### src/rtl/refsch_pkg.sv
package refsch_pkg;

  typedef enum logic [2:0] {
    ST_IDLE, ST_PRE, ST_REQ, ST_RFC, ST_SPRE, ST_SREQ, ST_SR, ST_XIT
  } sched_st_t;

  // nanoseconds to whole clocks, rounded up
  function automatic int unsigned ns_to_clks(input int unsigned ns,
                                             input int unsigned mhz);
    return (ns * mhz + 999) / 1000;
  endfunction

  // a window reload never shortens an open window
  function automatic int unsigned keep_longer(input int unsigned cur,
                                              input int unsigned val);
    return (cur > val) ? cur : val;
  endfunction

  // owed-count update with saturation at cap
  function automatic int unsigned owed_next(input int unsigned cur,
                                            input logic inc,
                                            input logic dec,
                                            input int unsigned cap);
    int unsigned t;
    t = cur + (inc ? 1 : 0);
    if (dec && t != 0) t = t - 1;
    return (t > cap) ? cap : t;
  endfunction

endpackage

### src/rtl/refsch_interval.sv
module refsch_interval #(
  parameter int unsigned INTERVAL_CLKS = 1040
) (
  input  logic clk,
  input  logic rst_n,
  input  logic freeze,
  output logic tick
);
  localparam int unsigned CW = $clog2(INTERVAL_CLKS);
  localparam logic [CW-1:0] RELOAD = CW'(INTERVAL_CLKS - 1);

  logic [CW-1:0] cnt_q;

  assign tick = !freeze && (cnt_q == '0);

  always_ff @(posedge clk) begin
    if (!rst_n)       cnt_q <= RELOAD;
    else if (!freeze) cnt_q <= (cnt_q == '0) ? RELOAD : cnt_q - 1'b1;
  end

  AST_TIMER_FROZEN: assert property (@(posedge clk) disable iff (!rst_n)
    freeze && $past(freeze) && $past(rst_n) |-> $stable(cnt_q));
endmodule

### src/rtl/refsch_debt.sv
module refsch_debt import refsch_pkg::*; #(
  parameter int unsigned MAX_OWED = 8
) (
  input  logic clk,
  input  logic rst_n,
  input  logic tick,
  input  logic dec,
  input  logic clr,
  output logic owed_nz,
  output logic urgent
);
  localparam int unsigned DW = $clog2(MAX_OWED + 1);

  logic [DW-1:0] owed_q, owed_d;
  logic          urg_q;

  always_comb begin
    if (clr) owed_d = '0;
    else     owed_d = DW'(owed_next(32'(owed_q), tick, dec, MAX_OWED));
  end

  always_ff @(posedge clk) begin
    if (!rst_n) begin
      owed_q <= '0;
      urg_q  <= 1'b0;
    end else begin
      owed_q <= owed_d;
      if (owed_d == DW'(MAX_OWED)) urg_q <= 1'b1;
      else if (owed_d == '0)       urg_q <= 1'b0;
    end
  end

  assign owed_nz = (owed_q != '0);
  assign urgent  = urg_q;

  AST_OWED_CAP: assert property (@(posedge clk) disable iff (!rst_n)
    owed_q <= DW'(MAX_OWED));
  AST_URGENT_AT_FULL: assert property (@(posedge clk) disable iff (!rst_n)
    $rose(urg_q) |-> owed_q == DW'(MAX_OWED));
  AST_URGENT_HOLDS: assert property (@(posedge clk) disable iff (!rst_n)
    $fell(urg_q) |-> owed_q == '0);
  AST_CLEAR_EMPTIES: assert property (@(posedge clk) disable iff (!rst_n)
    clr |=> owed_q == '0);
endmodule

### src/rtl/refsch_window.sv
module refsch_window import refsch_pkg::*; #(
  parameter int unsigned TRFC_CLKS  = 10,
  parameter int unsigned TXSNR_CLKS = 10,
  parameter int unsigned TXSRD_CLKS = 200
) (
  input  logic clk,
  input  logic rst_n,
  input  logic load_rfc,
  input  logic load_exit,
  output logic nr_busy,
  output logic rd_busy
);
  localparam int unsigned MAXW = keep_longer(keep_longer(TRFC_CLKS, TXSNR_CLKS), TXSRD_CLKS);
  localparam int unsigned WW   = $clog2(MAXW + 1);

  logic [WW-1:0] nr_q, rd_q, nr_d, rd_d;

  always_comb begin
    nr_d = (nr_q != '0) ? nr_q - 1'b1 : nr_q;
    rd_d = (rd_q != '0) ? rd_q - 1'b1 : rd_q;
    if (load_rfc) begin
      nr_d = WW'(keep_longer(32'(nr_q), TRFC_CLKS));
      rd_d = WW'(keep_longer(32'(rd_q), TRFC_CLKS));
    end else if (load_exit) begin
      nr_d = WW'(keep_longer(32'(nr_q), TXSNR_CLKS));
      rd_d = WW'(keep_longer(32'(rd_q), TXSRD_CLKS));
    end
  end

  always_ff @(posedge clk) begin
    if (!rst_n) begin
      nr_q <= '0;
      rd_q <= '0;
    end else begin
      nr_q <= nr_d;
      rd_q <= rd_d;
    end
  end

  assign nr_busy = (nr_q != '0);
  assign rd_busy = (rd_q != '0);

  // read window is configured no shorter than the non-read one
  AST_RD_COVERS_NR: assert property (@(posedge clk) disable iff (!rst_n)
    nr_busy |-> rd_busy);
  AST_EXIT_OPENS: assert property (@(posedge clk) disable iff (!rst_n)
    load_exit |=> nr_busy && rd_busy);
endmodule

### src/rtl/refresh_sched.sv
module refresh_sched import refsch_pkg::*; #(
  parameter int unsigned INTERVAL_CLKS = 1040,
  parameter int unsigned MAX_OWED      = 8,
  parameter int unsigned CLK_MHZ       = 133,
  parameter int unsigned TRFC_NS       = 75,
  parameter int unsigned TXSNR_NS      = 75,
  parameter int unsigned TXSRD_CLKS    = 200
) (
  input  logic clk,
  input  logic rst_n,
  input  logic ctrl_busy,
  input  logic pre_done,
  input  logic ref_grant,
  input  logic sr_enter_req,
  input  logic sr_exit_req,
  output logic pre_all_req,
  output logic ref_req,
  output logic ref_sr,
  output logic ref_urgent,
  output logic blk_cmd,
  output logic blk_rd,
  output logic cke_out,
  output logic sr_active
);
  localparam int unsigned TRFC_CLKS  = ns_to_clks(TRFC_NS, CLK_MHZ);
  localparam int unsigned TXSNR_CLKS = ns_to_clks(TXSNR_NS, CLK_MHZ);

  sched_st_t st_q, st_d;

  logic tick, owed_nz, urgent, win_nr, win_rd;
  logic in_sr, ev_ref_done, ev_sr_enter, ev_sr_exit;

  // named internal events
  assign in_sr       = (st_q == ST_SR);
  assign ev_ref_done = (st_q == ST_REQ)  && ref_grant;
  assign ev_sr_enter = (st_q == ST_SREQ) && ref_grant;
  assign ev_sr_exit  = in_sr && sr_exit_req;

  refsch_interval #(.INTERVAL_CLKS(INTERVAL_CLKS)) u_interval (
    .clk(clk), .rst_n(rst_n), .freeze(in_sr), .tick(tick));

  refsch_debt #(.MAX_OWED(MAX_OWED)) u_debt (
    .clk(clk), .rst_n(rst_n), .tick(tick), .dec(ev_ref_done),
    .clr(in_sr || ev_sr_enter), .owed_nz(owed_nz), .urgent(urgent));

  refsch_window #(.TRFC_CLKS(TRFC_CLKS), .TXSNR_CLKS(TXSNR_CLKS),
                  .TXSRD_CLKS(TXSRD_CLKS)) u_window (
    .clk(clk), .rst_n(rst_n), .load_rfc(ev_ref_done), .load_exit(ev_sr_exit),
    .nr_busy(win_nr), .rd_busy(win_rd));

  always_comb begin
    st_d = st_q;
    case (st_q)
      ST_IDLE: begin
        if (urgent)                       st_d = ST_PRE;
        else if (sr_enter_req)            st_d = ST_SPRE;
        else if (owed_nz && !ctrl_busy)   st_d = ST_PRE;
      end
      ST_PRE:  if (pre_done)    st_d = ST_REQ;
      ST_REQ:  if (ref_grant)   st_d = ST_RFC;
      ST_RFC:  if (!win_nr)     st_d = ST_IDLE;
      ST_SPRE: if (pre_done)    st_d = ST_SREQ;
      ST_SREQ: if (ref_grant)   st_d = ST_SR;
      ST_SR:   if (sr_exit_req) st_d = ST_XIT;
      ST_XIT:  if (!win_nr)     st_d = ST_IDLE;
      default:                  st_d = ST_IDLE;
    endcase
  end

  always_ff @(posedge clk) begin
    if (!rst_n) st_q <= ST_IDLE;
    else        st_q <= st_d;
  end

  assign pre_all_req = (st_q == ST_PRE) || (st_q == ST_SPRE);
  assign ref_req     = (st_q == ST_REQ) || (st_q == ST_SREQ);
  assign ref_sr      = (st_q == ST_SREQ);
  assign ref_urgent  = urgent;
  assign blk_cmd     = win_nr || in_sr;
  assign blk_rd      = win_rd || in_sr;
  assign cke_out     = !in_sr;
  assign sr_active   = in_sr;

  AST_REQ_AFTER_PRE: assert property (@(posedge clk) disable iff (!rst_n)
    $rose(ref_req) |-> $past(pre_all_req));
  AST_RFC_BLOCKS: assert property (@(posedge clk) disable iff (!rst_n)
    ref_req && !ref_sr && ref_grant |=> blk_cmd && blk_rd);
  AST_CKE_AFTER_GRANT: assert property (@(posedge clk) disable iff (!rst_n)
    $fell(cke_out) |-> $past(ref_req && ref_sr && ref_grant));
  AST_SR_QUIET: assert property (@(posedge clk) disable iff (!rst_n)
    sr_active |-> !ref_req && !pre_all_req && !ref_urgent);
  AST_EXIT_CKE: assert property (@(posedge clk) disable iff (!rst_n)
    sr_active && sr_exit_req |=> cke_out && blk_cmd);
endmodule

### config.mk
export PLATFORM = sky130hd
export DESIGN_NAME = refresh_sched
export DESIGN_NICKNAME = d
export VERILOG_FILES = /design/src/rtl/refsch_pkg.sv /design/src/rtl/refsch_interval.sv /design/src/rtl/refsch_debt.sv /design/src/rtl/refsch_window.sv /design/src/rtl/refresh_sched.sv
export SDC_FILE = /design/constraint.sdc
export NUM_CORES = 1
export LEC_CHECK = 0
export BUFFER_PORTS_ARGS = -buffer_cell sky130_fd_sc_hd__buf_2
export CORE_MARGIN = 2
export CORE_UTILIZATION = 64
export CTS_BUF_LIST = sky130_fd_sc_hd__clkbuf_8
export CTS_CLUSTER_SIZE = 12
export DETAILED_ROUTE_END_ITERATION = 12
export GPL_ROUTABILITY_DRIVEN = 0
export PLACE_DENSITY_LB_ADDON = 0.15
export SETUP_SLACK_MARGIN = 0.3
export SKIP_LAST_GASP = 1
export SLEW_MARGIN = 10
export SYNTH_ARGS = -nofsm -noshare
export SYNTH_HDL_FRONTEND = slang
export SYNTH_SLANG_ARGS = --single-unit
export TNS_END_PERCENT = 50
### constraint.sdc
create_clock -name clk -period 5.4 [get_ports clk]
set_input_delay 1.08 -clock clk [delete_from_list [all_inputs] [get_ports clk]]
set_output_delay 1.08 -clock clk [all_outputs]
set_load 0.05 [all_outputs]
### Word-level counts from Yosys, hierarchy flattened

Index checks and enable logic that the tools add are counted.

| word-level totals | value |
|---|---|
| bits in read-only memories | 0 |
| memory bits (writable) | 0 |
| latch bits | 0 |
| register bits after elaboration | 35 |
| memories | 0 |
| input bits | 7 |
| output and inout bits | 8 |
| logic and storage cells | 85 |

| cells by class | value |
|---|---|
| magnitude comparators | 4 |
| divide/modulo/power cells | 0 |
| reduce and logical (&&, ||, !) cells | 26 |
| add/sub/neg operators | 5 |
| multiplexer cells | 27 |
| shift-type cells | 0 |
| multiply operators | 0 |
| equal/unequal tests | 17 |
| bitwise gates (word level) | 0 |

Operators with widths:

| operator | count |
|---|---|
| two-way mux 8 bit | 9 |
| two-way mux 32 bit | 2 |
| adder 4 x 32 -> 32 bit | 1 |
| > comparator 32 x 4 -> 1 bit (second input constant) | 1 |
| nonzero test 32 bit | 1 |
| subtractor 32 x 1 -> 32 bit (second input constant) | 1 |
| two-way mux 3 bit | 9 |
| one-hot mux 3 bit (7 select lines) | 1 |
| > comparator 8 x 4 -> 1 bit (second input constant) | 2 |
| nonzero test 8 bit | 2 |
| subtractor 8 x 1 -> 8 bit (second input constant) | 2 |
| inequality test 2 bit (second input constant) | 7 |
| equality test 3 bit (second input constant) | 4 |
| logical NOT 11 bit | 1 |
| two-way mux 11 bit | 1 |
| subtractor 11 x 1 -> 11 bit (second input constant) | 1 |
| > comparator 8 bit (second input constant) | 1 |
| two-way mux 4 bit | 2 |
| AND reduction 7 bit | 1 |
| equality test 3 x 2 -> 1 bit (second input constant) | 2 |
| logical AND 1 bit | 6 |
| nonzero test 3 bit | 2 |
| logical OR 1 bit | 5 |
| equality test 4 bit (second input constant) | 1 |
| 11 further kinds | 14 |

### Longest topological paths before layout

Gate-level depths: netlist of run 1.

| logic depth | value |
|---|---|
| word-level depth | 15 |
| mapped depth | 16 |
| gate-level depth less buffers | 15 |

### By module

Synthesis of run 1 repeated with hierarchy kept, for this count alone.

| second synthesis, totals | value |
|---|---|
| cell total of the unflattened synthesis | 273 |
| area total of the unflattened synthesis | 2,387.3 µm² |

By module, submodules not included:

| module | instances | area each (µm²) | cells each | sequential area each (µm²) |
|---|---|---|---|---|
| refsch_window | 1 | 1,044.8 | 116 | 320.3 |
| refsch_interval | 1 | 565.5 | 58 | 220.2 |
| refsch_debt | 1 | 454.2 | 57 | 100.1 |
| refresh_sched | 1 | 322.8 | 42 | 60.1 |

### Least setup slack after synthesis of run 1

OpenSTA, ideal clock, no wires.

| timing path | value |
|---|---|
| kind | reg-to-reg |
| start point | register st_q[2] |
| end point | register u_debt.urg_q, in the netlist u_debt.urgent |
| setup time | 129 ps |
| data required time | 5,271 ps |
| buffers on the path | 1 |
| cell stages (with the launch flop) | 16 |
| data arrival time | 3,253 ps |
| setup slack | 2,018 ps |
| period minus slack after synthesis | 3,382 ps |
| cells stage by stage | dfxtp_1 > buf_2 > nand3b_1 > inv_1 > nor3_1 > nand4b_1 > inv_1 > ha_1 > ha_1 > inv_1 > ha_1 > nor2b_1 > a31o_1 > or4_1 > a22oi_1 > o22ai_1 |

| between the ends | value |
|---|---|
| word-level cells in the longest chain between the ends | 14 |
| elaborated cells between the ends (all ways) | 22 |
| classes of those cells | 2 x add/sub; 1 x order compare; 4 x eq/ne; 6 x mux; 9 x reduce/logical |

Ends and longest elaborated chain:

| what | line | text |
|---|---|---|
| from (decl) | refresh_sched.sv:28 | `sched_st_t st_q, st_d;` |
| from (signal assigned) | refresh_sched.sv:72 | `else st_q <= st_d;` |
| equality test 3 bit * | refresh_sched.sv:34 | `assign in_sr = (st_q == ST_SR);` |
| via sr_active | refresh_sched.sv:23 | `output logic sr_active` |
| parallel branches: the longest is 10 deep, another holds adder 4 x 32 -> 32 bit | - |  |
| two-way mux 4 bit * | refsch_debt.sv:18 | `if (clr) owed_d = '0;` |
| equality test 4 bit / logical NOT 4 bit (equally long branches) | refsch_debt.sv:28, refsch_debt.sv:29 |  |
| two-way mux 1 bit / nonzero test 2 bit (equally long branches) | - |  |
| to (signal assigned) | refsch_debt.sv:25 | `urg_q <= 1'b0;` |
| to (signal assigned) | refsch_debt.sv:28 | `if (owed_d == DW'(MAX_OWED)) urg_q <= 1'b1;` |
| to (signal assigned) | refsch_debt.sv:29 | `else if (owed_d == '0) urg_q <= 1'b0;` |
| to (decl) | refsch_debt.sv:15 | `logic urg_q;` |

Mark *: on every way through the listed nets, which the timed path passes. The select of a mux whose other input is x is not followed.
A chain may end at the register's enable or synchronous reset.

### Worst setup path after layout of run 1

| timing path | value |
|---|---|
| start point | register st_q[0] |
| end point | register u_debt.urg_q, in the netlist u_debt.urgent |

| between the ends | value |
|---|---|
| word-level cells in the longest chain between the ends | 14 |
| elaborated cells between the ends (all ways) | 22 |
| classes of those cells | 2 x add/sub; 1 x order compare; 4 x eq/ne; 6 x mux; 9 x reduce/logical |

Ends and longest elaborated chain:

| what | line |
|---|---|
| parallel branches: the longest is 11 deep, another holds adder 4 x 32 -> 32 bit | - |
| two-way mux 4 bit * | refsch_debt.sv:18 |
| equality test 4 bit / logical NOT 4 bit (equally long branches) | refsch_debt.sv:28, refsch_debt.sv:29 |
| two-way mux 1 bit / nonzero test 2 bit (equally long branches) | - |

Every way passes the cells marked *. The select of a mux whose other input is x is not followed.

==> impl_metrics.xml, run 1 <==
<?xml version="1.0" encoding="UTF-8"?>
<metrics>
  <group name="status">
    <metric name="outcome" unit="">completed</metric>
  </group>
  <group name="min_path">
    <metric name="worstHoldPathType" unit="">reg -&gt; reg</metric>
    <metric name="worstHoldPathCells" unit="">2</metric>
    <metric name="end_point_of_the_most_critical_hold_path" unit="">u_interval.cnt_q[10]</metric>
    <metric name="holdCritStartpoint" unit="">u_interval.cnt_q[10]</metric>
  </group>
  <group name="layout">
    <metric name="share_of_post_route_cells_with_drive_strength_above_1" unit="%">10.3</metric>
    <metric name="finalInstanceArea" unit="um2">2420</metric>
    <metric name="antenna-diode-count" unit="">0</metric>
    <metric name="design.final.nets" unit="">307</metric>
    <metric name="layout-area-overhead-vs-synth" unit="%">8.51</metric>
    <metric name="fillCellCount" unit="">289</metric>
  </group>
  <group name="sta">
    <metric name="fin_worst_skew" unit="ns">0.00266</metric>
    <metric name="timing.max_slew.rel_slack" unit="%">62.7</metric>
    <metric name="worst-slew-pin-transition" unit="ns">0.558</metric>
    <metric name="clock.fmax" unit="MHz">259</metric>
    <metric name="setup_tns" unit="ns">0</metric>
    <metric name="final_max_slew_viol_count" unit="">0</metric>
    <metric name="report.final.setup_viol" unit="">0</metric>
    <metric name="final.min_clock_period" unit="ns">3.86</metric>
    <metric name="finalCritPeriodShare" unit="%">71.6</metric>
    <metric name="rsz0062_at_grt" unit="">no</metric>
    <metric name="finalHoldViolations" unit="">0</metric>
  </group>
  <group name="die">
    <metric name="io_pins" unit="">15</metric>
    <metric name="rows" unit="">21</metric>
    <metric name="die_w" unit="um">63.1</metric>
    <metric name="floorplan.die_area" unit="um2">3980</metric>
    <metric name="fp.dieH" unit="um">63.1</metric>
    <metric name="core_area" unit="um2">3340</metric>
    <metric name="initial_core_util" unit="%">67.0</metric>
  </group>
  <group name="yosys">
    <metric name="async_flop_share" unit="%">0</metric>
    <metric name="yosysUniqueCellTypes" unit="">61</metric>
    <metric name="mappedNetlistArea" unit="um2">2230</metric>
    <metric name="yosys_most_used_dff" unit="">sky130_fd_sc_hd__dfxtp_1</metric>
    <metric name="synth_top_cell_by_area" unit="">sky130_fd_sc_hd__dfxtp_1</metric>
    <metric name="avgSynthCellArea" unit="um2">8.10</metric>
    <metric name="netlist.area_leader.share" unit="%">31.4</metric>
    <metric name="instance_count_of_the_mapped_netlist" unit="">276</metric>
    <metric name="synthTopCellsByCount" unit="">sky130_fd_sc_hd__nor2_1, sky130_fd_sc_hd__dfxtp_1, sky130_fd_sc_hd__nand2_1, sky130_fd_sc_hd__inv_1, sky130_fd_sc_hd__nor3_1</metric>
    <metric name="seq_total_area_yosys" unit="%">31.4</metric>
    <metric name="yosys-top-cells-area" unit="">sky130_fd_sc_hd__dfxtp_1, sky130_fd_sc_hd__nor2_1, sky130_fd_sc_hd__ha_1</metric>
    <metric name="synth-seq-cells" unit="">35</metric>
    <metric name="synth_enable_flop_cells" unit="">0</metric>
    <metric name="yosysWarningCount" unit="">0</metric>
    <metric name="mappedNetlistNets" unit="">294</metric>
    <metric name="yosys.cell_count.top_type" unit="">sky130_fd_sc_hd__nor2_1</metric>
  </group>
  <group name="setup_path">
    <metric name="setup.worst_path.end_class" unit="">flip-flop</metric>
    <metric name="timing.rr.end" unit="">u_debt.urgent</metric>
    <metric name="r2r_setup_slack" unit="ns">1.54</metric>
    <metric name="timing.critical_path.max_delay_family" unit="">simple AND/OR/NAND/NOR gates</metric>
    <metric name="cp.required" unit="ns">5.56</metric>
    <metric name="crit_path_start_kind" unit="">flip-flop</metric>
    <metric name="worst-path-buf-inv" unit="">3</metric>
    <metric name="delay_of_the_slowest_cell_on_the_worst_path" unit="ns">0.68</metric>
    <metric name="worstReg2RegStart" unit="">st_q[0]</metric>
    <metric name="cp_max_fo" unit="">17</metric>
    <metric name="slowest_stage" unit="">sky130_fd_sc_hd__dfxtp_1</metric>
    <metric name="timing.setup.critical_path_class" unit="">reg -&gt; reg</metric>
    <metric name="worstRegToRegCells" unit="">14</metric>
    <metric name="timing.critical_path.cells" unit="">nand3b_1 &gt; inv_1 &gt; nor3_1 &gt; nand4b_1 &gt; inv_1 &gt; ha_1 &gt; ha_1 &gt; inv_1 &gt; ha_1 &gt; nor2b_1 &gt; a31o_1 &gt; or4_1 &gt; a22oi_1 &gt; o22ai_1</metric>
    <metric name="worstPathArrival" unit="ns">4.02</metric>
  </group>
  <group name="pwr">
    <metric name="switching_fraction_of_total_power" unit="%">46.3</metric>
    <metric name="power.ir.vdd_worst" unit="mV">0.483</metric>
    <metric name="power.leakage" unit="uW">0.00102</metric>
    <metric name="cellPowerDensity" unit="nW/um2">563</metric>
    <metric name="p_comb_share" unit="%">52.5</metric>
    <metric name="internal_power" unit="uW">733</metric>
    <metric name="part_of_the_total_power_dissipated_in_the_clock_network" unit="%">14.9</metric>
    <metric name="p_sw" unit="uW">632</metric>
    <metric name="share_seq_of_total_power" unit="%">32.6</metric>
  </group>
  <group name="placement">
    <metric name="detailed_place_hpwl" unit="um">3550</metric>
    <metric name="placed_cell_area" unit="um2">2320</metric>
    <metric name="place.port_buffers" unit="">14</metric>
  </group>
  <group name="clock_tree">
    <metric name="cts-root-to-sink-buffers" unit="">2</metric>
    <metric name="clock_latency" unit="ns">0.28</metric>
    <metric name="tritoncts" unit="">built</metric>
    <metric name="cts-root-buf" unit="">sky130_fd_sc_hd__clkbuf_8</metric>
    <metric name="cts_resized" unit="">0</metric>
    <metric name="cts-htree-levels" unit="">2</metric>
    <metric name="total_cts_buffers" unit="">5</metric>
    <metric name="cts.hold.buffers_added" unit="">0</metric>
    <metric name="clock_slew_at_the_register_clock_pins_of_the_worst_setup_and_hold_paths" unit="ns">0.07</metric>
    <metric name="clock_sink_count" unit="">35</metric>
    <metric name="post_cts_buffers" unit="">0</metric>
  </group>
  <group name="global_routing">
    <metric name="total_gr_overflow" unit="">0</metric>
    <metric name="grt_max_degree" unit="">18</metric>
    <metric name="grt_util_all_layers" unit="%">26.0</metric>
    <metric name="number_of_antenna_violations_at_the_first_check_in_global_routing" unit="">0</metric>
    <metric name="via_count_of_the_first_global_routing_pass" unit="">1893</metric>
    <metric name="grt_first_pass_wirelength" unit="um">8290</metric>
  </group>
  <group name="drt">
    <metric name="via_per_inst" unit="">5.98</metric>
    <metric name="vias" unit="">2008</metric>
    <metric name="antenna_violating_nets_post_route" unit="">0</metric>
    <metric name="drcViolationCount" unit="">0</metric>
    <metric name="drtIter0Drc" unit="">153</metric>
    <metric name="dr.pass1.iters" unit="">4</metric>
    <metric name="postRouteWirelength" unit="um">4690</metric>
    <metric name="detail_route.wl_per_cell" unit="um">13.9</metric>
  </group>
  <group name="job">
    <metric name="drv_cap" unit="">0</metric>
  </group>
</metrics>
[cells in the final DEF, fill, tap and decap left out, drive strengths merged, types with 3 or more instances in the layout]
cell type	instances
or4	6
nand4	3
nand2	24
a31oi	4
nor2	38
xor2	8
mux2i	3
dfxtp	35
a21oi	11
nor3	14
ha	11
nand3b	3
nor4	6
clkbuf	7
and2	4
xnor2	11
o21ai	11
nand2b	4
nor2b	3
buf	14
nand3	10
inv	16
a21o	4
[final cells by class]
class | instances | area (um2) | share of cell area (%)
Clock inverter | 1 | 3.75 | 0.155
Tap cell | 46 | 57.6 | 2.37
Timing Repair Buffer | 14 | 70.1 | 2.89
Multi-Input combinational cell | 218 | 1440 | 59.4
Sequential cell | 35 | 701 | 28.9
Clock buffer | 7 | 96.3 | 3.97
Inverter | 15 | 56.3 | 2.32
[logic make-up (layout without fill, tap and decap cells)]
logic type	Yosys count	after routing	synth area share (%)
AND/OR/NAND/NOR	127	127	30.7
multiplexers	3	3	1.34
AO/OA/AOI/OAI	58	58	18.8
adder cells (fa/ha/maj)	11	11	6.16
buffers and inverters	23	37	4.20
XOR/XNOR	19	19	7.45
flip-flops	35	35	31.4
[tightest hold or removal path, delay by kind of cell (launching register included)]
family / cells / cell delay (ns)
xor+xnor: 1 / 0.07
flops: 1 / 0.34
simple gates: 1 / 0.06
[metrics by stage]
stage	power (uW)	hold slack, ns	instances	util [%]	worst slack [ns]
2_1_floorplan	1020	0.455	276	-	2.02
3_3_place_gp	1140	0.477	328	69.7	1.87
3_5_place_dp	1150	0.485	328	69.7	1.62
4_1_cts	1360	0.504	336	72.7	1.60
5_1_grt	1480	0.533	336	72.7	1.11
6_report	1370	0.495	336	72.7	1.54
[sequential cells by signal (all words and copies together) (netlist names)]
signal	cells
u_window.nr_q	8
u_window.rd_q	8
u_debt.urgent	1
u_interval.cnt_q	11
st_q	3
u_debt.owed_q	4
[worst max-delay path by stage]
stage	from	end	cells past startpoint
2_1_floorplan	st_q[2]	u_debt.urgent	15
3_3_place_gp	st_q[1]	u_debt.urgent	14
3_5_place_dp	st_q[0]	u_debt.urgent	14
4_1_cts	st_q[0]	u_debt.urgent	14
5_1_grt	st_q[0]	u_debt.owed_q[1]	14
6_report	st_q[0]	u_debt.urgent	14
[layer usage]
layer	vias up	part of all wire (%)	global-route usage (%)
li1	1029	-	-
met1	925	48	33.7
met2	41	47	42.0
met3	13	3.3	4.64
met4	0	2.0	11.9
met5	-	0	0
[power groups by stage]
stage               sequential [uW]  clock [uW]  combinational, uW
detailed placement              447           0                706
global placement                443           0                698
CTS                             441         205                715
floorplan                       403           0                622
finish                          444         204                717
global route                    461         216                800
Power figures use the tool's default switching activity.
==> inputs of run 2 (changes only) <==
Settings changed: CORE_UTILIZATION 64 to 56.
Clock period 5.4 ns to 3.5 ns, I/O delays scaled along.
==> run 2 against run 1 <==
Effect of this change: sequential share of layout area is 1.7 points lower; sequential power up 43%; utilization is 3.4 points lower; clock skew increased by 0.0026 ns.
==> impl_metrics.xml, run 2 (same netlist as run 1, synthesis figures left out) <==
<?xml version="1.0" encoding="UTF-8"?>
<metrics>
  <group name="drt">
    <metric name="via_per_inst" unit="">5.96</metric>
    <metric name="detail_route.wl_per_cell" unit="um">14.4</metric>
    <metric name="vias" unit="">2067</metric>
    <metric name="drtIter0Drc" unit="">185</metric>
    <metric name="antenna_violating_nets_post_route" unit="">0</metric>
    <metric name="drcViolationCount" unit="">0</metric>
    <metric name="dr.pass1.iters" unit="">5</metric>
    <metric name="wl_met2" unit="um">2300</metric>
    <metric name="maxUsedRoutingLayer" unit="">met4</metric>
    <metric name="routedLengthMet1" unit="um">2410</metric>
    <metric name="dr_wl_met3" unit="um">226</metric>
    <metric name="postRouteWirelength" unit="um">5000</metric>
  </group>
  <group name="pwr">
    <metric name="p_sw" unit="uW">961</metric>
    <metric name="power.leakage" unit="uW">0.00107</metric>
    <metric name="internal_power" unit="uW">1150</metric>
    <metric name="p_comb_share" unit="%">54.9</metric>
    <metric name="switching_fraction_of_total_power" unit="%">45.5</metric>
    <metric name="power.ir.vdd_worst" unit="mV">0.612</metric>
    <metric name="part_of_the_total_power_dissipated_in_the_clock_network" unit="%">15.0</metric>
    <metric name="cellPowerDensity" unit="nW/um2">814</metric>
    <metric name="share_seq_of_total_power" unit="%">30.1</metric>
  </group>
  <group name="layout">
    <metric name="largest_reg_flops" unit="">11</metric>
    <metric name="largest-register" unit="">u_interval.cnt_q</metric>
    <metric name="design.final.nets" unit="">316</metric>
    <metric name="mostFrequentLayoutCells" unit="">sky130_fd_sc_hd__nor2_1, sky130_fd_sc_hd__dfxtp_1, sky130_fd_sc_hd__nand2_1</metric>
    <metric name="largestRegisters" unit="">u_interval.cnt_q x11, u_window.nr_q x8, u_window.rd_q x8</metric>
    <metric name="final_common_cell" unit="">sky130_fd_sc_hd__nor2_1</metric>
    <metric name="antenna-diode-count" unit="">0</metric>
    <metric name="layout-area-overhead-vs-synth" unit="%">16.1</metric>
    <metric name="share_of_post_route_cells_with_drive_strength_above_1" unit="%">19.4</metric>
    <metric name="stdcell_count" unit="">347</metric>
  </group>
  <group name="sta">
    <metric name="setup_tns" unit="ns">0</metric>
    <metric name="finalHoldViolations" unit="">0</metric>
    <metric name="clock.fmax" unit="MHz">314</metric>
    <metric name="worst-slew-pin-transition" unit="ns">0.530</metric>
    <metric name="report.final.setup_viol" unit="">0</metric>
    <metric name="finalCritPeriodShare" unit="%">90.9</metric>
    <metric name="fin_worst_skew" unit="ns">0.00529</metric>
    <metric name="final.min_clock_period" unit="ns">3.18</metric>
    <metric name="rsz0062_at_grt" unit="">yes</metric>
    <metric name="fin_ws" unit="ns">0.319</metric>
    <metric name="timing.max_slew.rel_slack" unit="%">64.6</metric>
    <metric name="final_max_slew_viol_count" unit="">0</metric>
  </group>
  <group name="setup_path">
    <metric name="cpMostUsedCell" unit="">sky130_fd_sc_hd__ha_4</metric>
    <metric name="setup.worst_path.end_class" unit="">flip-flop</metric>
    <metric name="cp_max_fo" unit="">4</metric>
    <metric name="r2r_setup_slack" unit="ns">0.32</metric>
    <metric name="delay_of_the_slowest_cell_on_the_worst_path" unit="ns">0.57</metric>
    <metric name="timing.setup.critical_path_class" unit="">reg -&gt; reg</metric>
    <metric name="worstPathArrival" unit="ns">3.35</metric>
    <metric name="crit_path_start_kind" unit="">flip-flop</metric>
    <metric name="timing.critical_path.cells" unit="">or4_4 &gt; nor3_4 &gt; nand4b_1 &gt; inv_2 &gt; ha_4 &gt; ha_4 &gt; inv_4 &gt; ha_4 &gt; nor2b_4 &gt; a31o_1 &gt; or4_4 &gt; a22oi_2 &gt; o22ai_1</metric>
    <metric name="cp.required" unit="ns">3.67</metric>
    <metric name="slowest_stage" unit="">sky130_fd_sc_hd__or4_4</metric>
  </group>
  <group name="clock_tree">
    <metric name="cts-htree-levels" unit="">2</metric>
    <metric name="tritoncts" unit="">built</metric>
    <metric name="clock_latency" unit="ns">0.29</metric>
    <metric name="clock_slew_at_the_register_clock_pins_of_the_worst_setup_and_hold_paths" unit="ns">0.07</metric>
    <metric name="cts-root-buf" unit="">sky130_fd_sc_hd__clkbuf_8</metric>
    <metric name="clock_sink_count" unit="">35</metric>
    <metric name="cts.hold.buffers_added" unit="">0</metric>
    <metric name="total_cts_buffers" unit="">5</metric>
    <metric name="cts-root-to-sink-buffers" unit="">2</metric>
  </group>
  <group name="global_routing">
    <metric name="grt_max_degree" unit="">17</metric>
    <metric name="grt_first_pass_wirelength" unit="um">8110</metric>
    <metric name="via_count_of_the_first_global_routing_pass" unit="">1787</metric>
    <metric name="total_gr_overflow" unit="">0</metric>
    <metric name="grt_util_all_layers" unit="%">23.6</metric>
    <metric name="number_of_antenna_violations_at_the_first_check_in_global_routing" unit="">0</metric>
  </group>
  <group name="die">
    <metric name="die_w" unit="um">67.2</metric>
    <metric name="fp.dieH" unit="um">67.2</metric>
    <metric name="rows" unit="">22</metric>
    <metric name="initial_core_util" unit="%">59.7</metric>
    <metric name="floorplan.die_area" unit="um2">4510</metric>
    <metric name="core_area" unit="um2">3740</metric>
    <metric name="io_pins" unit="">15</metric>
  </group>
  <group name="min_path">
    <metric name="worstHoldPathType" unit="">reg -&gt; reg</metric>
  </group>
  <group name="job">
    <metric name="drv_cap" unit="">0</metric>
  </group>
  <group name="placement">
    <metric name="place_ws" unit="ns">0.198</metric>
    <metric name="place.port_buffers" unit="">14</metric>
    <metric name="placed_cells_incl_taps" unit="">334</metric>
    <metric name="detailed_place_hpwl" unit="um">3470</metric>
  </group>
  <group name="status">
    <metric name="outcome" unit="">completed</metric>
  </group>
</metrics>
[run 2: cell count changes in the layout (fill, tap and decap cells not counted), moves of 2 or more]
cell / previous run / this run
sky130_fd_sc_hd__inv_1: 16 / 13
sky130_fd_sc_hd__or4_1: 5 / 3
sky130_fd_sc_hd__dfxtp_1: 35 / 32
sky130_fd_sc_hd__ha_4: 0 / 3
sky130_fd_sc_hd__ha_1: 11 / 7
sky130_fd_sc_hd__nor3_2: 1 / 3
sky130_fd_sc_hd__or4_4: 1 / 3
sky130_fd_sc_hd__nor3_1: 13 / 10
sky130_fd_sc_hd__buf_4: 0 / 9
sky130_fd_sc_hd__dfxtp_2: 0 / 3
[run 2: worst paths after layout]
kind                   startpoint                   end  depth (start not counted)
max reg2reg   u_interval.cnt_q[7]         u_debt.urgent                         13
min reg2reg  u_interval.cnt_q[10]  u_interval.cnt_q[10]                          2
max           u_interval.cnt_q[7]         u_debt.urgent                         13
min          u_interval.cnt_q[10]  u_interval.cnt_q[10]                          2
[run 2: area by class of cell]
class | instances | area (um2)
repair buffers | 23 | 138
multi-input cells | 218 | 1530
well taps | 48 | 60.1
clock buffers | 7 | 96.3
clock inverters | 1 | 3.75
inverters | 15 | 62.6
fillers | 309 | 1150
flip-flops and latches | 35 | 704
[run 2: repair_timing]
action | in CTS | in global routing
hold endpoints to repair | 0 | 0
pin swaps | 3 | 11
buffers inserted | 0 | 5
resized for setup | 6 | 13
endpoints found under the setup margin | 3 | 4
[run 2: per-stage QoR]
step	hold WS [ns]	total power (uW)	area [um2]	utilization [%]
detailed placement	0.480	1790	2400	64.0
global placement	0.472	1770	2400	64.0
floorplan	0.455	1590	2280	-
CTS	0.502	2110	2510	67.2
global route	0.531	2280	2590	69.3
finish	0.499	2110	2590	69.3
[run 2: worst max-delay path: cells and delay by family, from the launching register on]
kind	cells	cell delay [ns]
and+or+nand+nor	5	1.61
DFF	1	0.33
buffers and inverters	2	0.15
adders and majority gates	3	0.44
AOI/OAI and AO/OA	3	0.53
[run 2: metal layers]
| metal | track usage [%] | vias up |
|---|---|---|
| met2 | 36.4 | 46 |
| met5 | 0 | - |
| li1 | - | 1048 |
| met4 | 8.42 | 0 |
| met1 | 32.4 | 966 |
| met3 | 5.00 | 7 |
[run 2: power by group through the flow]
stage | clock [uW] | sequential [uW] | combinational [uW]
floorplan | 0 | 623 | 963
global placement | 0 | 640 | 1130
detailed placement | 0 | 643 | 1150
CTS | 322 | 634 | 1150
global route | 339 | 657 | 1290
finish | 316 | 636 | 1160
